`src/rtl/id_chk_pkg.sv`:
```
package id_chk_pkg;
  typedef enum logic [1:0] {
    PH_FAMILY = 2'd0,
    PH_SERIAL = 2'd1,
    PH_CHECK  = 2'd2,
    PH_FULL   = 2'd3
  } id_phase_e;

  localparam int unsigned DEF_ID_BITS  = 64;
  localparam int unsigned DEF_FAM_BITS = 8;
  localparam int unsigned DEF_CRC_BITS = 8;
endpackage

```
`src/rtl/id_bit_sequencer.sv`:
```
module id_bit_sequencer
  import id_chk_pkg::*;
#(
  parameter int unsigned ID_BITS  = DEF_ID_BITS,
  parameter int unsigned FAM_BITS = DEF_FAM_BITS,
  parameter int unsigned CRC_BITS = DEF_CRC_BITS
) (
  input  logic clk,
  input  logic rst,
  input  logic start,
  input  logic bit_valid,
  output logic accept,
  output logic fam_shift,
  output logic body_end,
  output logic last_bit
);
  localparam int unsigned CW       = $clog2(ID_BITS + 1);
  localparam int unsigned BODY_END = ID_BITS - CRC_BITS;

  logic [CW-1:0] cnt_q;
  logic          full;
  id_phase_e     phase;

  assign full   = (cnt_q == CW'(ID_BITS));
  assign accept = bit_valid & ~start & ~full;

  always_ff @(posedge clk) begin
    if (rst || start) cnt_q <= '0;
    else if (accept)  cnt_q <= cnt_q + 1'b1;
  end

  always_comb begin
    if (full)                         phase = PH_FULL;
    else if (cnt_q < CW'(FAM_BITS))   phase = PH_FAMILY;
    else if (cnt_q < CW'(BODY_END))   phase = PH_SERIAL;
    else                              phase = PH_CHECK;
  end

  assign fam_shift = accept && (phase == PH_FAMILY);
  assign body_end  = accept && (cnt_q == CW'(BODY_END - 1));
  assign last_bit  = accept && (cnt_q == CW'(ID_BITS - 1));
endmodule

```
`config.mk`:
```
export PLATFORM = sky130hd
export DESIGN_NAME = id_bit_sequencer
export DESIGN_NICKNAME = d
export VERILOG_FILES = /design/src/rtl/id_chk_pkg.sv /design/src/rtl/id_bit_sequencer.sv
export SDC_FILE = /design/constraint.sdc
export NUM_CORES = 1
export LEC_CHECK = 0
export BUFFER_PORTS_ARGS = -buffer_cell sky130_fd_sc_hd__clkbuf_2
export CORE_AREA = 8 8 45 47
export CTS_BUF_LIST = sky130_fd_sc_hd__clkbuf_4
export DETAILED_ROUTE_END_ITERATION = 8
export DIE_AREA = 0 0 53 55
export SLEW_MARGIN = 20
export SYNTH_ARGS = -nofsm -noshare
export SYNTH_HDL_FRONTEND = slang
export SYNTH_SLANG_ARGS = --single-unit
```
`constraint.sdc`:
```
create_clock -name clk -period 2.6 [get_ports clk]
set_input_delay 0.26 -clock clk [delete_from_list [all_inputs] [get_ports clk]]
set_output_delay 0.26 -clock clk [all_outputs]
set_load 0.01 [all_outputs]
```
==> results of run 1 <==
-- area by class of cell --
class	instances	area, um^2	share of cell area, %
Clock buffer	4	30.0	6.06
Inverter	2	7.51	1.52
Multi-Input combinational cell	39	263	53.0
Sequential cell	7	140	28.3
Tap cell	16	20.0	4.04
Timing Repair Buffer	7	35.0	7.07
-- logic make-up (layout without fill, tap and decap cells) --
logic type | count (synthesis) | in the layout | synth area share (%)
AND/OR/NAND/NOR | 24 | 24 | 35.4
AO/OA/AOI/OAI | 11 | 11 | 17.7
flip-flops | 7 | 7 | 34.1
adder cells (fa/ha/maj) | 2 | 2 | 6.10
multiplexers | 2 | 2 | 4.88
buffers and inverters | 2 | 13 | 1.83
-- metrics by stage --
step           total power, mW  hold WS [ps]  cells  setup slack (ps)
3_3_place_gp             0.126           483     71              1160
2_1_floorplan            0.120           456     48              1270
5_1_grt                  0.250           324     75               778
6_report                 0.237           324     75               844
3_5_place_dp             0.127           490     71              1130
4_1_cts                  0.242           314     75               841
-- worst min-delay path by stage --
| stage | from | slack, ps | to | depth (start not counted) |
|---|---|---|---|---|
| after floorplan | rst | 460 | cnt_q[2] | 2 |
| after global placement | cnt_q[1] | 480 | cnt_q[1] | 2 |
| after detailed placement | cnt_q[5] | 490 | cnt_q[5] | 2 |
| after CTS | rst | 310 | cnt_q[6] | 3 |
| after global routing | rst | 320 | cnt_q[6] | 3 |
| final | rst | 320 | cnt_q[6] | 3 |
-- power by group through the flow --
stage               sequential, mW  clock (mW)  combinational, mW
floorplan                    0.111           0            0.00897
global placement             0.111           0             0.0155
detailed placement           0.111           0             0.0159
CTS                          0.109       0.117             0.0159
global route                 0.109       0.124             0.0173
finish                       0.109       0.113             0.0157
-- per-layer routing --
| metal | up-vias | track usage [%] |
|---|---|---|
| met2 | 6 | 11.3 |
| met4 | 0 | 11.6 |
| met1 | 175 | 6.25 |
| met3 | 4 | 1.60 |
| li1 | 196 | - |
| met5 | - | 0 |
-- cells in the final DEF, fill, tap and decap left out --
cell type                  instances
sky130_fd_sc_hd__nand2_1          10
sky130_fd_sc_hd__dfxtp_1           7
sky130_fd_sc_hd__clkbuf_2          7
sky130_fd_sc_hd__a21oi_1           4
sky130_fd_sc_hd__clkbuf_4          4
sky130_fd_sc_hd__nor2_1            3
sky130_fd_sc_hd__inv_1             2
sky130_fd_sc_hd__o21ai_0           2
sky130_fd_sc_hd__or3_1             2
sky130_fd_sc_hd__mux2i_1           2
sky130_fd_sc_hd__ha_1              2
sky130_fd_sc_hd__and4bb_4          1
sky130_fd_sc_hd__nand2b_1          1
sky130_fd_sc_hd__a21oi_2           1
sky130_fd_sc_hd__and3b_1           1
sky130_fd_sc_hd__nand3b_4          1
sky130_fd_sc_hd__nor3_1            1
sky130_fd_sc_hd__nor4_1            1
sky130_fd_sc_hd__o31ai_1           1
sky130_fd_sc_hd__or4_1             1
sky130_fd_sc_hd__or2_2             1
sky130_fd_sc_hd__nand3b_1          1
sky130_fd_sc_hd__o31a_2            1
sky130_fd_sc_hd__o21a_1            1
sky130_fd_sc_hd__a211o_1           1
-- worst max-delay path, delay by kind of cell, from the launching register on --
kind | cells | cell delay, ps
adders and majority gates | 1 | 190
and+or+nand+nor | 1 | 200
DFF | 1 | 370
AOI/OAI and AO/OA | 1 | 230
buffers and inverters | 2 | 250
==> flow_metrics.tcl, run 1 <==
set metrics [dict create \
    slew_worst_pin_ps 332 \
    synthCells 48 \
    globalplace.congestion 0.758 \
    cts_setup_buffers 0 \
    vdd_drop_max_uv 191 \
    highest_layer "met4" \
    yosysWarningCount 0 \
    floorplan.die.width_um 53 \
    cts_h_tree_depth 1 \
    p_int_mw 0.184 \
    grt_first_pass_wirelength_mm 1.41 \
    pwr-share-seq_pct 45.8 \
    netlist.area_leader.share_pct 34.1 \
    drv_cap 0 \
    cts_tree "yes" \
    postSynthNetCount 54 \
    cts-buffers-inserted 3 \
    final_antenna_net_count 0 \
    start_util_pct 29.7 \
    run_status "complete, no violations" \
    ys_dominant_reg_cell "sky130_fd_sc_hd__dfxtp_1" \
    p_sw_mw 0.0530 \
    cellPowerDensity_mw_per_mm2 479 \
    rr_startpoint "cnt_q[0]" \
    setup-tns-final_ps 0 \
    cts_hold_buf 0 \
    initialDrtViolationCount 8 \
    synth_largest_area_cell "sky130_fd_sc_hd__dfxtp_1" \
    wl_per_cell_um 12.0 \
    finalSetupViolCount 0 \
    biggestRegsByFlops "cnt_q (7)" \
    cts_sinks 7 \
    postLayoutCellArea_um2 495 \
    worst_path_max_delay_cell "sky130_fd_sc_hd__dfxtp_1" \
    holdCritPathClass "primary input to flip-flop" \
    endpoint_kind "output port" \
    regMostFlops "cnt_q" \
    detail_route.wirelength_um 901 \
    layout-drive-gt1-share_pct 27.1 \
    report.final.hold_viol_count 0 \
    worst-endpoint-required_ps 2340 \
    path_clk_slew_ps 50 \
    clock_path_buffers 2 \
    largest_register_ff_count 7 \
    worstPathCellList "inv_1 -> ha_1 -> and4bb_4 -> a21oi_2 -> clkbuf_2" \
    dr_wl_met3_um 34 \
    power.share.combinational_pct 6.6 \
    vias_in_the_first_global_route 355 \
    finish.utilization_pct 35.8 \
    cp.arrival_ps 1500 \
    worstSkewPairLatency_ps 260 \
    cpPeakStageDelay_ps 370 \
    shortest_clock_period_the_worst_path_allows_after_layout_ps 1760 \
    synth_sequential_area_ratio_pct 34.1 \
    n_antenna_cell 0 \
    cp-start-kind "flip-flop" \
    worst_setup_path_start "cnt_q[0]" \
    timing_worst_setup_path_type "flip-flop to output port" \
    max-slew-margin-rel_pct 77.6 \
    worstPathMaxFanout 4 \
    yosys.cell_types.count 23 \
    crit-reg2reg-capture "cnt_q[1]" \
    router_iterations_before_antenna_repair 4 \
    postSynth.asyncResetShare_pct 0 \
    drt-vias-per-instance 5.08 \
    clock-skew-final_ps 1.72 \
    max_clock_freq_mhz 569 \
    vias 381 \
    total_leakage_power_nw 0.191 \
    grt_setup_unrepaired "false" \
    final.period_utilization_pct 67.5 \
    p_clk_share_pct 47.6 \
    hpwl_um 708 \
    row_count 14 \
    yosys-top-cells-area "sky130_fd_sc_hd__dfxtp_1 (34%), sky130_fd_sc_hd__nand2_1 (9.1%), sky130_fd_sc_hd__ha_1 (6.1%), sky130_fd_sc_hd__a21oi_1 (4.9%), sky130_fd_sc_hd__mux2i_1 (4.9%)" \
    synthTopCellsByCount "sky130_fd_sc_hd__nand2_1 (10), sky130_fd_sc_hd__dfxtp_1 (7), sky130_fd_sc_hd__a21oi_1 (4), sky130_fd_sc_hd__nor2_1 (3)" \
    synth_area_um2 410 \
    fin_nets 66 \
    globalRouteTotalUtil_pct 7.22 \
    m1WireLength_um 355 \
    detail_route.drc_violations 0 \
    fillerInstances 151 \
    floorplan.io_pins 8 \
    grt_start_max_net_pins 8 \
    areaGrowthSynthToFinish_pct 20.7 \
    met2RoutedLength_um 456 \
    yosysMostFrequentCell "sky130_fd_sc_hd__nand2_1" \
    ctsRootBufferMaster "sky130_fd_sc_hd__clkbuf_4" \
    timing.reg2reg.setup_slack_ps 1270 \
    floorplan.core_area_mm2 0.00138 \
    finalMaxSlewViolations 0 \
    synth_area_per_cell_um2 8.55 \
    number_of_antenna_violations_at_the_first_check_in_global_routing 0 \
    ys_seq_elements 7 \
    sw_frac_of_total_pct 22.3 \
    cell_area_placed_um2 465 \
    cts_repair_resize_count 0 \
    grt.overflow.total 0 \
    setup.worst_path.end "accept" \
    die_h_um 55 \
    ff2ff_path_depth 5 \
    numPortBuffers 7 \
    synth_enable_flop_cells 0 \
    die_area_mm2 0.00292 \
]
(Power assumes the default switching activity.)
==> run 2: changes to the inputs <==
==> constraint.sdc (replaced) <==
create_clock -name clk -period 1.42 [get_ports clk]
set_input_delay 0.142 -clock clk [delete_from_list [all_inputs] [get_ports clk]]
set_output_delay 0.142 -clock clk [all_outputs]
set_load 0.01 [all_outputs]
==> run 2 against run 1 <==
Effect of this change: register-to-register slack worse by 1100 ps; power rose by 84%; final area is 17% higher; first-iteration DRC count up 75%; largest power group unchanged; highest routed layer unchanged.
==> flow_metrics.tcl, run 2 (synthesized netlist as in run 1, its figures left out) <==
set metrics [dict create \
    cts_sinks 7 \
    regMostFlops "cnt_q" \
    worstHoldStart "rst" \
    cts_tree "yes" \
    cts_hold_buf 0 \
    cell_area_placed_um2 465 \
    router_iterations_before_antenna_repair 4 \
    p_int_mw 0.339 \
    timing.reg2reg.setup_slack_ps 130 \
    final.period_utilization_pct 99.6 \
    path_clk_slew_ps 60 \
    row_count 14 \
    cp_num_buf_inv 2 \
    detail_route.drc_violations 0 \
    postLayoutCellArea_um2 582 \
    critical-path-top-delay-family "flip-flops" \
    floorplan.io_pins 8 \
    timing_worst_setup_path_type "flip-flop to output port" \
    ctsRootBufferMaster "sky130_fd_sc_hd__clkbuf_4" \
    worst_path_max_delay_cell "sky130_fd_sc_hd__dfxtp_4" \
    grt.overflow.total 0 \
    clock_path_buffers 2 \
    number_of_antenna_violations_at_the_first_check_in_global_routing 0 \
    layout_common_cells "sky130_fd_sc_hd__nand2_1 (9), sky130_fd_sc_hd__clkbuf_2 (5), sky130_fd_sc_hd__a21oi_1 (4), sky130_fd_sc_hd__clkbuf_4 (4)" \
    worstPathMaxFanout 4 \
    shortest_clock_period_the_worst_path_allows_after_layout_ps 1410 \
    die_h_um 55 \
    finalMaxSlewViolations 0 \
    layout-drive-gt1-share_pct 48.4 \
    fin_nets 69 \
    crit-reg2reg-capture "cnt_q[0]" \
    ff2ff_path_depth 6 \
    die_area_mm2 0.00292 \
    largest_register_ff_count 7 \
    n_antenna_cell 0 \
    power.share.combinational_pct 8.4 \
    floorplan.core_area_mm2 0.00138 \
    worstSkewPairLatency_ps 250 \
    grt_first_pass_wirelength_mm 1.64 \
    most_common_cell_after_layout_fill_and_taps_aside "sky130_fd_sc_hd__nand2_1" \
    areaGrowthSynthToFinish_pct 41.8 \
    power_mw 0.437 \
    total_leakage_power_nw 0.213 \
    endpoint_kind "output port" \
    max_clock_freq_mhz 707 \
    min_path_cells 3 \
    cts-buffers-inserted 3 \
    cellPowerDensity_mw_per_mm2 750 \
    max-slew-margin-rel_pct 78.3 \
    holdCritPathClass "primary input to flip-flop" \
    final_antenna_net_count 0 \
    vias 402 \
    detail_route.wirelength_mm 1.01 \
    clock-skew-final_ps 2.82 \
    cp.arrival_ps 1270 \
    rr_startpoint "cnt_q[1]" \
    start_util_pct 29.7 \
    cts_h_tree_depth 1 \
    p_sw_mw 0.0979 \
    p_clk_share_pct 47.1 \
    grt_start_max_net_pins 8 \
    vias_in_the_first_global_route 372 \
    sw_frac_of_total_pct 22.4 \
    wl_per_cell_um 12.9 \
    biggestRegsByFlops "cnt_q (7)" \
    vdd_drop_max_uv 321 \
    worst-endpoint-required_ps 1280 \
    floorplan.die.width_um 53 \
    run_status "complete, no violations" \
    numPortBuffers 7 \
    finalSetupViolCount 0 \
    drt-vias-per-instance 5.15 \
    worstHoldEndpoint "cnt_q[6]" \
    cpPeakStageDelay_ps 360 \
    hpwl_um 683 \
    initialDrtViolationCount 14 \
    pwr-share-seq_pct 44.5 \
    grt_setup_unrepaired "true" \
    globalplace.congestion 0.746 \
    globalRouteTotalUtil_pct 7.92 \
    cp-start-kind "flip-flop" \
    drv_cap 0 \
    slew_worst_pin_ps 325 \
    report.final.hold_viol_count 0 \
    worstPathCellList "inv_2 -> ha_4 -> and4bb_4 -> a21oi_4 -> buf_6" \
]
[run 2: worst max path at each step]
stage | endpoint | cells after the start | slack [ps] | from
after floorplan | cnt_q[6] | 4 | 100 | cnt_q[0]
after global placement | last_bit | 4 | 60 | cnt_q[0]
after detailed placement | accept | 5 | 70 | cnt_q[0]
after CTS | accept | 5 | -6 | cnt_q[0]
after global routing | accept | 5 | -50 | cnt_q[1]
final | accept | 5 | 5 | cnt_q[1]
[run 2: layer usage]
layer / part of all wire, % / global-route usage (%) / vias to the layer above / wire length (um)
met5: 0 / 0 / - / 0
met2: 51 / 13.1 / 8 / 515
met4: 4.3 / 9.05 / 0 / 43
met1: 42 / 7.75 / 186 / 424
met3: 2.7 / 1.60 / 4 / 27
li1: - / - / 204 / -
[run 2: metrics by stage]
step / util [%] / std cells / setup WS [ps] / hold WS (ps) / setup TNS, ps
floorplan: - / 48 / 97.3 / 338 / 0
global placement: 33.6 / 71 / 65.0 / 460 / 0
detailed placement: 33.6 / 71 / 68.1 / 468 / 0
CTS: 40.6 / 78 / -6.48 / 195 / -6.48
global route: 42.0 / 78 / -53.7 / 219 / -193
finish: 42.0 / 78 / 5.31 / 201 / 0
[run 2: what timing repair did]
| item | 4_1_cts | 5_1_grt |
|---|---|---|
| setup endpoints to repair | 3 | 4 |
| gates resized for setup | 12 | 8 |
| pin swaps | 3 | 0 |
| cloned | 0 | 0 |
| buffers inserted | 3 | 0 |
[run 2: final cells by class]
cell class                 instances  area [um^2]
clock buffer                       4         30.0
fill                             143          802
inverter                           2         7.51
multi-input combinational         39          308
sequential                         7          153
tap                               16         20.0
timing repair buffer              10         63.8
[run 2: tightest hold or removal path, cell delays in order]
cell and delay [ps]:
sky130_fd_sc_hd__clkbuf_2 80, sky130_fd_sc_hd__nor2_1 80, sky130_fd_sc_hd__o21a_1 110
[run 2: power groups by stage]
stage | registers (mW) | clock network, mW | logic, mW
3_3_place_gp | 0.203 | 0 | 0.0283
5_1_grt | 0.194 | 0.231 | 0.0406
3_5_place_dp | 0.203 | 0 | 0.0289
2_1_floorplan | 0.203 | 0 | 0.0164
6_report | 0.194 | 0.206 | 0.0365
4_1_cts | 0.199 | 0.213 | 0.0349
==> run 3: changes to the inputs <==
==> constraint.sdc (replaced) <==
create_clock -name clk -period 1.42 [get_ports clk]
set_input_delay 0.213 -clock clk [delete_from_list [all_inputs] [get_ports clk]]
set_output_delay 0.213 -clock clk [all_outputs]
set_load 0.01 [all_outputs]
==> run 3 against run 2 <==
Effect of this change: the flow now finishes with violations (negative setup slack); first-iteration DRC count shrank 79%; sequential share of layout area grew 0.55 points; sequential cell count unchanged; non-clock buffer count did not move; highest routed layer unchanged.
==> flow_metrics.tcl, run 3 (synthesized netlist as in run 1, its figures left out) <==
set metrics [dict create \
    drt-vias-per-instance 4.95 \
    n_antenna_cell 0 \
    floorplan.io_pins 8 \
    max-slew-margin-rel_pct 78.9 \
    total_leakage_power_nw 0.213 \
    cp-start-kind "flip-flop" \
    vias 386 \
    floorplan.die.width_um 53 \
    detail_route.wirelength_um 970 \
    fillerInstances 149 \
    endpoint_kind "output port" \
    cts_tree "yes" \
    setup-tns-final_ps -83.9 \
    die_area_mm2 0.00292 \
    timing_worst_setup_path_type "flip-flop to output port" \
    holdCritPathClass "primary input to flip-flop" \
    clock-skew-final_ps 2.79 \
    setup_slack_ps -67.5 \
    ff2ff_path_depth 6 \
    hpwl_um 723 \
    run_status "finished, violations left" \
    worstHoldEndpoint "cnt_q[2]" \
    layout_common_cells "sky130_fd_sc_hd__nand2_1 (9), sky130_fd_sc_hd__a21oi_1 (4), sky130_fd_sc_hd__clkbuf_4 (4), sky130_fd_sc_hd__clkbuf_2 (4)" \
    final.period_utilization_pct 105 \
    max_clock_freq_mhz 672 \
    finalSetupViolCount 2 \
    cellPowerDensity_mw_per_mm2 774 \
    biggestRegsByFlops "cnt_q (7)" \
    final_antenna_net_count 0 \
    die_h_um 55 \
    crit-reg2reg-capture "cnt_q[1]" \
    globalplace.congestion 0.694 \
    rr_startpoint "cnt_q[0]" \
    min_path_cells 3 \
    cts-buffers-inserted 3 \
    cp.arrival_ps 1270 \
    ctsRootBufferMaster "sky130_fd_sc_hd__clkbuf_4" \
    failed_checks "negative setup slack" \
    grt_start_max_net_pins 8 \
    row_count 14 \
    fin_hold_ws_ps 273 \
    router_iterations_before_antenna_repair 2 \
    worstPathMaxFanout 4 \
    numPortBuffers 7 \
    initialDrtViolationCount 3 \
    cell_area_placed_um2 473 \
    place_ws_ps 61.3 \
    most_common_cell_after_layout_fill_and_taps_aside "sky130_fd_sc_hd__nand2_1" \
    layout-drive-gt1-share_pct 45.2 \
    floorplan.core_area_mm2 0.00138 \
    finish.utilization_pct 40.5 \
    areaGrowthSynthToFinish_pct 36.6 \
    shortest_clock_period_the_worst_path_allows_after_layout_ps 1490 \
    drv_cap 0 \
    post_layout_instance_count_excluding_filler_cells 78 \
    cts_hold_buf 0 \
    regMostFlops "cnt_q" \
    start_util_pct 29.7 \
    worst-endpoint-required_ps 1210 \
    detail_route.drc_violations 0 \
    timing.reg2reg.setup_slack_ps 140 \
    report.final.hold_viol_count 0 \
    clock_path_buffers 2 \
    postLayoutCellArea_um2 561 \
    finalMaxSlewViolations 0 \
    cts_sinks 7 \
    grt.overflow.total 0 \
    fin_nets 69 \
    number_of_antenna_violations_at_the_first_check_in_global_routing 0 \
    vias_in_the_first_global_route 395 \
    worstSkewPairLatency_ps 250 \
    cts_h_tree_depth 1 \
    wl_per_cell_um 12.4 \
    power_mw 0.434 \
    place.detailed.instances 72 \
    path_clk_slew_ps 60 \
    slew_worst_pin_ps 316 \
    largest_register_ff_count 7 \
    grt_first_pass_wirelength_mm 1.68 \
    grt_setup_unrepaired "true" \
    vdd_drop_max_uv 421 \
    worstHoldStart "rst" \
    globalRouteTotalUtil_pct 7.87 \
]
run 3: worst max path at each step:
stage / start / endpoint / slack [ps] / cells past startpoint
after detailed placement: cnt_q[0] / cnt_q[0] / 60 / 6
after global routing: cnt_q[0] / accept / -130 / 5
final: cnt_q[0] / accept / -70 / 5
after CTS: cnt_q[1] / accept / -80 / 5
after floorplan: cnt_q[0] / cnt_q[6] / 100 / 4
after global placement: cnt_q[0] / cnt_q[0] / 80 / 6
run 3: area by class of cell:
class / instances / area (um^2) / area share (%)
clock buffer: 4 / 30.0 / 5.36
inverter: 2 / 10.0 / 1.79
multi-input combinational: 39 / 293 / 52.2
sequential: 7 / 150 / 26.8
tap: 16 / 20.0 / 3.57
timing repair buffer: 10 / 57.6 / 10.3
run 3: per-layer routing:
| layer | global-route usage [%] | wire length, um | vias up |
|---|---|---|---|
| met2 | 13.7 | 525 | 4 |
| met1 | 8.05 | 413 | 179 |
| li1 | - | - | 201 |
| met3 | 0.802 | 11 | 2 |
| met5 | 0 | 0 | - |
| met4 | 7.76 | 19 | 0 |
run 3: critical path, stage by stage, from the launching register on:
cell,delay [ps]
sky130_fd_sc_hd__dfxtp_4,370
sky130_fd_sc_hd__inv_4,40
sky130_fd_sc_hd__ha_4,140
sky130_fd_sc_hd__and4bb_4,190
sky130_fd_sc_hd__a21oi_2,140
sky130_fd_sc_hd__buf_2,140
run 3: timing repair:
item,in CTS,in global routing
setup endpoints to repair,3,6
resized for setup,7,10
setup buffers,2,1
pin swaps,4,1
run 3: where the power goes:
| part | internal (mW) | switching, mW |
|---|---|---|
| Sequential | 0.195 | 0.00180 |
| Clock | 0.126 | 0.0750 |
| Combinational | 0.0184 | 0.0175 |
